<file path="config.mk">
export PLATFORM = sky130hd
export DESIGN_NAME = mem_dep_gate
export DESIGN_NICKNAME = d
export VERILOG_FILES = /design/src/rtl/mlg_pkg.sv /design/src/rtl/mlg_age_cmp.sv /design/src/rtl/mlg_entry_gate.sv /design/src/rtl/mem_dep_gate.sv
export SDC_FILE = /design/constraint.sdc
export NUM_CORES = 1
export LEC_CHECK = 0
export BUFFER_PORTS_ARGS = -buffer_cell sky130_fd_sc_hd__buf_2
export CAP_MARGIN = 0
export CORE_MARGIN = 2
export CORE_UTILIZATION = 60
export CTS_CLUSTER_SIZE = 10
export DETAILED_ROUTE_END_ITERATION = 10
export GPL_TIMING_DRIVEN = 0
export PLACE_DENSITY_LB_ADDON = 0.15
export SYNTH_ARGS = -nofsm -noshare
export SYNTH_HDL_FRONTEND = slang
export SYNTH_SLANG_ARGS = --single-unit
</file>
<file path="constraint.sdc">
create_clock -name clk_i -period 0.8 [get_ports clk_i]
set_input_delay 0.04 -clock clk_i [delete_from_list [all_inputs] [get_ports clk_i]]
set_output_delay 0.04 -clock clk_i [all_outputs]
set_load 0.02 [all_outputs]
</file>
<file path="src/rtl/mlg_pkg.sv">
package mlg_pkg;
  typedef enum logic [1:0] {
    MODE_IGNORE  = 2'd0,
    MODE_CONSERV = 2'd1,
    MODE_EXACT   = 2'd2,
    MODE_SPARE   = 2'd3
  } dep_mode_e;
endpackage

</file>
<file path="src/rtl/mlg_age_cmp.sv">
module mlg_age_cmp #(
  parameter int SEQ_W = 4
) (
  input  logic [SEQ_W-1:0] seq_a_i,
  input  logic [SEQ_W-1:0] seq_b_i,
  output logic             a_older_o
);
  logic [SEQ_W-1:0] diff;

  // modular distance b - a, positive when read as signed
  assign diff      = seq_b_i - seq_a_i;
  assign a_older_o = (diff != '0) && !diff[SEQ_W-1];
endmodule

</file>
<file path="src/rtl/mlg_entry_gate.sv">
module mlg_entry_gate #(
  parameter int N      = 8,
  parameter int SEQ_W  = 4,
  parameter int ADDR_W = 16,
  parameter int IDX    = 0
) (
  input  mlg_pkg::dep_mode_e  mode_i,
  input  logic                self_load_i,
  input  logic [N-1:0]        valid_i,
  input  logic [N-1:0]        store_i,
  input  logic [N-1:0]        store_done_i,
  input  logic [N*SEQ_W-1:0]  seq_i,
  input  logic [N*ADDR_W-1:0] addr_i,
  output logic                mem_ok_o
);
  import mlg_pkg::*;

  logic [N-1:0] blk;

  for (genvar j = 0; j < N; j++) begin : g_pair
    if (j == IDX) begin : g_self
      assign blk[j] = 1'b0;
    end else begin : g_other
      logic older, addr_eq, cand;
      mlg_age_cmp #(.SEQ_W(SEQ_W)) u_age (
        .seq_a_i  (seq_i[j*SEQ_W +: SEQ_W]),
        .seq_b_i  (seq_i[IDX*SEQ_W +: SEQ_W]),
        .a_older_o(older)
      );
      assign addr_eq = addr_i[j*ADDR_W +: ADDR_W] == addr_i[IDX*ADDR_W +: ADDR_W];
      assign cand    = valid_i[j] && store_i[j] && !store_done_i[j] && older;
      always_comb begin
        unique case (mode_i)
          MODE_IGNORE: blk[j] = 1'b0;
          MODE_EXACT:  blk[j] = cand && addr_eq;
          default:     blk[j] = cand;
        endcase
      end
    end
  end

  assign mem_ok_o = !self_load_i || (mode_i == MODE_IGNORE) || (blk == '0);
endmodule

</file>
<file path="src/rtl/mem_dep_gate.sv">
module mem_dep_gate #(
  parameter int N_ENTRIES = 8,
  parameter int ADDR_W    = 16,
  localparam int IDX_W    = $clog2(N_ENTRIES),
  localparam int SEQ_W    = IDX_W + 1
) (
  input  logic                          clk_i,
  input  logic                          rst_ni,
  input  logic [1:0]                    mode_i,
  input  logic [N_ENTRIES-1:0]          valid_i,
  input  logic [N_ENTRIES-1:0]          load_i,
  input  logic [N_ENTRIES-1:0]          store_i,
  input  logic [N_ENTRIES-1:0]          issued_i,
  input  logic [N_ENTRIES-1:0]          exec_done_i,
  input  logic [N_ENTRIES-1:0]          reg_ready_i,
  input  logic [N_ENTRIES*SEQ_W-1:0]    seq_i,
  input  logic [N_ENTRIES*ADDR_W-1:0]   addr_i,
  output logic [N_ENTRIES-1:0]          issue_ok_o
);
  import mlg_pkg::*;

  dep_mode_e              mode;
  logic [N_ENTRIES-1:0]   store_done;
  logic [N_ENTRIES-1:0]   mem_ok;
  logic [N_ENTRIES-1:0]   ok_d;

  assign mode       = dep_mode_e'(mode_i);
  assign store_done = issued_i & exec_done_i;

  for (genvar i = 0; i < N_ENTRIES; i++) begin : g_ent
    mlg_entry_gate #(
      .N(N_ENTRIES), .SEQ_W(SEQ_W), .ADDR_W(ADDR_W), .IDX(i)
    ) u_gate (
      .mode_i      (mode),
      .self_load_i (load_i[i]),
      .valid_i     (valid_i),
      .store_i     (store_i),
      .store_done_i(store_done),
      .seq_i       (seq_i),
      .addr_i      (addr_i),
      .mem_ok_o    (mem_ok[i])
    );
    assign ok_d[i] = valid_i[i] && reg_ready_i[i] && mem_ok[i];

    a_r2_invalid_idle: assert property (@(posedge clk_i) disable iff (!rst_ni)
      !valid_i[i] |=> !issue_ok_o[i]);
    a_r3_reg_wait: assert property (@(posedge clk_i) disable iff (!rst_ni)
      !reg_ready_i[i] |=> !issue_ok_o[i]);
    a_r4_nonload_free: assert property (@(posedge clk_i) disable iff (!rst_ni)
      (valid_i[i] && reg_ready_i[i] && !load_i[i]) |=> issue_ok_o[i]);
    a_r5_ignore_free: assert property (@(posedge clk_i) disable iff (!rst_ni)
      (mode_i == 2'd0 && valid_i[i] && reg_ready_i[i]) |=> issue_ok_o[i]);
    a_r6_no_store_free: assert property (@(posedge clk_i) disable iff (!rst_ni)
      ((valid_i & store_i) == '0 && valid_i[i] && reg_ready_i[i]) |=> issue_ok_o[i]);
    a_r8_all_done_free: assert property (@(posedge clk_i) disable iff (!rst_ni)
      ((valid_i & store_i & ~(issued_i & exec_done_i)) == '0 && valid_i[i] && reg_ready_i[i])
        |=> issue_ok_o[i]);
  end

  always_ff @(posedge clk_i or negedge rst_ni) begin
    if (!rst_ni) issue_ok_o <= '0;
    else         issue_ok_o <= ok_d;
  end

  a_r1_reset_clear: assert property (@(posedge clk_i) !rst_ni |=> issue_ok_o == '0);
endmodule

</file>
Yosys cells after proc, flatten, opt, wreduce, memory -nomap -nowiden. Index checks and enable logic that the tools add are counted.

Equality and inequality tests: 57. Bitwise logic cells: 1. Reductions and logical operators: 353. Mux-type cells: 56. $add $sub $neg: 56.

Operators with widths (count): equality test 16 bit (56); nonzero test 4 bit (56); subtractor 4 bit (56); logical AND 1 bit (200); case mux 1 bit (2 select lines) (56); logical NOT 1 bit (72); logical NOT 8 bit (8); logical OR 1 bit (16); bitwise AND 8 bit (1); equality test 2 bit (second input constant) (1); logical NOT 2 bit (1).

Register bits: 8. Logic and storage cells: 524. Output and inout port bits: 8.

Depth between registers and ports, before layout.
Word-level depth: 9. Depth in mapped cells: 9. Gate-level depth less buffers: 9.

By module. Synthesis repeated with hierarchy kept, for this count alone.

Cells, all modules: 2576. Area total of the unflattened synthesis: 20789.9 um2.

Modules (own cells, without submodules): mlg_entry_gate (area each 1554.0 um2, times used 8, cells each 186, sequential area each 0.0 um2); mlg_age_cmp (area each 143.9 um2, times used 56, cells each 19, sequential area each 0.0 um2); mem_dep_gate (area each 300.3 um2, times used 1, cells each 24, sequential area each 200.2 um2).

Least setup slack after synthesis. No wires, ideal clock.

Path kind: input to register. From: input seq_i[9]. To: register issue_ok_o[2]. Stages on the path: 9. Buffers on the path: 0. Data required time: 705 ps. Arrival time: 1726 ps. Path slack: -1021 ps. Cells stage by stage: inv_1 -> ha_1 -> nor2b_1 -> o21a_1 -> nor3_1 -> and4b_1 -> a31oi_1 -> nor2_1 -> o31ai_1.

Longest elaborated chain between the ends: 9.

RTL lines: from (decl) (line mem_dep_gate.sv:16) `input logic [N_ENTRIES*SEQ_W-1:0] seq_i,`; subtractor 4 bit (line mlg_age_cmp.sv:11) `assign diff = seq_b_i - seq_a_i;`; nonzero test 4 bit or logical NOT 1 bit (tied branches) (line mlg_age_cmp.sv:12) `assign a_older_o = (diff != '0) && !diff[SEQ_W-1];`; logical AND 1 bit (line mlg_age_cmp.sv:12); logical AND 1 bit (line mlg_entry_gate.sv:31) `assign cand = valid_i[j] && store_i[j] && !store_done_i[j] && older;`; logical AND 1 bit (line mlg_entry_gate.sv:35) `MODE_EXACT: blk[j] = cand && addr_eq;`; case mux 1 bit (2 select lines) (line mlg_entry_gate.sv:33) `unique case (mode_i)`; logical NOT 8 bit (*) (line mlg_entry_gate.sv:42) `assign mem_ok_o = !self_load_i || (mode_i == MODE_IGNORE) || (blk == '0);`; logical OR 1 bit (*) (line mlg_entry_gate.sv:42); logical AND 1 bit (*) (line mem_dep_gate.sv:43) `assign ok_d[i] = valid_i[i] && reg_ready_i[i] && mem_ok[i];`; named net ok_d[2] (line mem_dep_gate.sv:25) `logic [N_ENTRIES-1:0] ok_d;`; to (signal assigned) (line mem_dep_gate.sv:62) `else issue_ok_o <= ok_d;`; to (decl) (line mem_dep_gate.sv:18) `output logic [N_ENTRIES-1:0] issue_ok_o`.

Mark *: on every way through the listed nets, which the timed path passes. The rest lies on a longest branch.

Final worst setup path.
From: input seq_i[22]. To: register issue_ok_o[4].

Longest elaborated chain between the ends: 9.

RTL lines (line): subtractor 4 bit (*) (mlg_age_cmp.sv:11); nonzero test 4 bit or logical NOT 1 bit (tied branches) (mlg_age_cmp.sv:12); logical AND 1 bit (*) (mlg_age_cmp.sv:12); logical AND 1 bit (*) (mlg_entry_gate.sv:31); logical AND 1 bit (mlg_entry_gate.sv:35); case mux 1 bit (2 select lines) (*) (mlg_entry_gate.sv:33); logical NOT 8 bit (*) (mlg_entry_gate.sv:42); logical OR 1 bit (*) (mlg_entry_gate.sv:42); logical AND 1 bit (*) (mem_dep_gate.sv:43); named net ok_d[4] (mem_dep_gate.sv:25).

Marked as above.

==> results_tabular.tex <==
\begin{tabular}{lr}
\hline
Metric & Value \\
\hline
\multicolumn{2}{l}{\textbf{Critical path}} \\
Critical path data required time & 0.90 ns \\
Type of the worst setup path & in2reg \\
Largest fanout on the critical path & 8 \\
Signal arrival time at the worst endpoint & 2.47 ns \\
Type of element launching the critical path & input pin \\
Type of destination of the critical path & flop \\
\multicolumn{2}{l}{\textbf{Layout}} \\
Layout area overhead & 27.5\% \\
Final standard cell count with taps included and fillers excluded & 1977 \\
Share of post-route cells with drive strength above 1 & 30.4\% \\
Top Registers & issue\_ok\_o: 8 flops \\
Post-Layout Inst Area & 15700 um\^{}2 \\
Post-layout nets & 2115 \\
Number of flip-flops in the largest register & 8 \\
Register with the highest flop count & issue\_ok\_o \\
\multicolumn{2}{l}{\textbf{Drt}} \\
Wire per inst & 29.8 um \\
Via count normalized by instance count & 6.85 \\
Number of DRC markers after the initial detailed-route iteration & 1786 \\
Post-route DRC violation count & 0 \\
Pre-antenna DRT Iters & 7 \\
Vias & 13500 \\
Total length of routed wires & 58800 um \\
Antenna Nets Post-Route & 0 \\
\multicolumn{2}{l}{\textbf{STA}} \\
Fmax achieved & 0.421 GHz \\
Unrepaired setup endpoints after global routing & true \\
Tightest Pin Transition & 1.43 ns \\
Worst slew margin & 4.95\% \\
Total negative slack for setup checks & -9.06 ns \\
Min cycle time layout & 2.37 ns \\
Final Max Slew Viols & 0 \\
Final Setup Violations & 11 \\
Number of endpoints with negative hold slack in the final report & 0 \\
Share of the clock period used by the worst path after layout & 297\% \\
Worst path setup slack after routing & -1.57 ns \\
\multicolumn{2}{l}{\textbf{Synthesis}} \\
Number of flops mapped to enable cells by yosys & 0 \\
Synthesized netlist net count & 1923 \\
Synthesis warning total & 0 \\
Dominant cell type by area after synthesis & sky130\_fd\_sc\_hd\_\_xnor2\_1 \\
Top-count cell post-synth & sky130\_fd\_sc\_hd\_\_xnor2\_1 \\
Post-synth top flop & sky130\_fd\_sc\_hd\_\_dfrtp\_1 \\
Part of the Yosys area used for sequential elements & 1.63\% \\
Netlist area before placement & 12300 um\^{}2 \\
Syn Area/Cell & 8.10 um\^{}2 \\
Netlist cell types & 43 \\
Share of flip-flops with an asynchronous set or reset & 100\% \\
Leading cell types by total area after synthesis & sky130\_fd\_sc\_hd\_\_xnor2\_1 (28\%), sky130\_fd\_sc\_hd\_\_ha\_1 (17\%), sky130\_fd\_sc\_hd\_\_xor2\_1 (12\%) \\
Area share of the leading cell type in the synthesized netlist & 28.0\% \\
Synth top cells by count & sky130\_fd\_sc\_hd\_\_xnor2\_1 (393), sky130\_fd\_sc\_hd\_\_xor2\_1 (169), sky130\_fd\_sc\_hd\_\_ha\_1 (168) \\
Gate Count Post-Synth & 1515 \\
Synth Register Bits & 8 \\
\multicolumn{2}{l}{\textbf{Min path}} \\
Instance count along the most critical hold path & 3 \\
Startpoint of the most critical hold path & reg\_ready\_i[2] \\
Hold-critical path endpoint & issue\_ok\_o[2] \\
Worst min path class & in2reg \\
\multicolumn{2}{l}{\textbf{Floorplan}} \\
Height of the chip & 147 um \\
Total Die Area & 21600 um\^{}2 \\
Count of standard-cell rows & 52 \\
Initial core utilization & 60.9\% \\
Number of top-level pins & 220 \\
Die boundary width & 147 um \\
Floorplan Core Area & 20200 um\^{}2 \\
\multicolumn{2}{l}{\textbf{Run status}} \\
Outcome & finished with violations \\
Violations in the final reports & setup timing \\
\multicolumn{2}{l}{\textbf{Flow run}} \\
Max-cap violations & 0 \\
\multicolumn{2}{l}{\textbf{Global route}} \\
Residual overflow from global routing & 0 \\
Total GRT Usage & 48.4\% \\
Initial antenna violation count & 3 \\
Vias in the first global route & 12900 \\
First-pass GRT wire length & 79200 um \\
Largest net degree at the start of global routing & 16 \\
\multicolumn{2}{l}{\textbf{Power}} \\
Leakage power & 6.19 nW \\
PD cells & 800 nW/um\^{}2 \\
Maximum vdd drop & 0.000544 V \\
\multicolumn{2}{l}{\textbf{Placed design}} \\
Placed wire-length estimate & 36800 um \\
Placed Cells incl. Taps & 1867 \\
Cell area reported after detailed placement & 13200 um\^{}2 \\
Routability congestion estimate from global placement & 1.04 \\
Count of buffers inserted at the top-level ports & 82 \\
\multicolumn{2}{l}{\textbf{Clocking}} \\
Cell chosen for the clock root & sky130\_fd\_sc\_hd\_\_clkbuf\_16 \\
Clk sink count & 8 \\
Clock-pin slew of the registers on the worst-case setup and hold paths & 0.05 ns \\
Num CTS Buffers & 3 \\
TritonCTS clock tree & yes \\
H-tree Lvls & 1 \\
Bufs on Longest Clock Path & 2 \\
\hline
\end{tabular}
==> metrics by stage <==
stage	total power [mW]	util, %	hold slack, ns	setup slack [ns]
floorplan	6.85	-	-0.256	-0.879
finish	12.5	77.6	0.0330	-1.57
CTS	11.0	74.1	0.0403	-0.995
global placement	8.88	65.3	-0.0896	-1.95
global route	13.0	77.6	0.0682	-1.46
detailed placement	9.04	65.3	-0.0855	-1.96
==> per-layer routing <==
| layer | wire length [um] | global-route usage (%) |
|---|---|---|
| met1 | 19300 | 55.3 |
| met2 | 24700 | 79.0 |
| met3 | 7770 | 9.38 |
| met4 | 7020 | 38.4 |
| met5 | 13 | 0 |
==> worst max path at each step <==
stage          cells past startpoint             to      start
2_1_floorplan                      9  issue_ok_o[2]   seq_i[9]
3_3_place_gp                       9  issue_ok_o[4]  seq_i[17]
3_5_place_dp                       9  issue_ok_o[4]  seq_i[17]
4_1_cts                            9  issue_ok_o[4]  seq_i[16]
5_1_grt                            9  issue_ok_o[4]  seq_i[17]
6_report                           8  issue_ok_o[4]  seq_i[22]
==> logic make-up (layout without fill, tap and decap cells) <==
kind of cell    Yosys count  count (layout)  share of synthesized area, %
xor+xnor                569             569                          41.1
simple gates            340             340                          15.3
buf+inv                 220             410                          9.95
fa+ha+maj               196             196                          21.7
compound gates          182             182                          10.3
flops                     8               8                          1.63
other cells               0               2                             0
==> area by class of cell <==
type	count	area, um^2
multi-input combinational	1287	12000
fill	1352	4520
timing repair buffer	187	1760
buffer	143	953
inverter	77	375
tap	270	338
sequential	8	200
clock buffer	3	75.1
antenna	2	5.00
==> repair_timing <==
action	4_1_cts	5_1_grt
gates resized for setup	213	112
hold endpoints to repair	8	0
pin swaps	40	69
setup buffers	81	23
hold buffers	1	0
endpoints found under the setup margin	12	15
==> placed cells by master (no fill, tap or decap), drive strengths merged, types with 15 or more instances in the layout <==
cell type | synthesis | layout
nand4 | 118 | 118
nand2b | 21 | 21
buf | 138 | 317
a21oi | 70 | 70
nand2 | 35 | 35
inv | 77 | 54
clkbuf | 5 | 15
xnor2 | 397 | 397
nand3 | 85 | 85
ha | 168 | 168
a21o | 50 | 50
a41o | 24 | 24
clkinvlp | 0 | 23
fa | 28 | 28
xor2 | 172 | 172
nor3 | 29 | 29
nor4 | 30 | 30
==> where the power goes <==
part | internal [mW] | switching [mW] | total, mW
registers | 0.452 | 0.0236 | 0.476
clock network | 0.653 | 0.284 | 0.937
logic | 4.89 | 6.23 | 11.1
==> worst max-delay path, stage by stage <==
cell                         delay (ns)
sky130_fd_sc_hd__buf_6             0.16
sky130_fd_sc_hd__clkinvlp_4        0.30
sky130_fd_sc_hd__ha_1              0.30
sky130_fd_sc_hd__a21oi_1           0.57
sky130_fd_sc_hd__xor2_1            0.20
sky130_fd_sc_hd__nand4_1           0.15
sky130_fd_sc_hd__nand4_1           0.24
sky130_fd_sc_hd__o41ai_2           0.50
No activity file was read; power rests on OpenSTA's default activity.
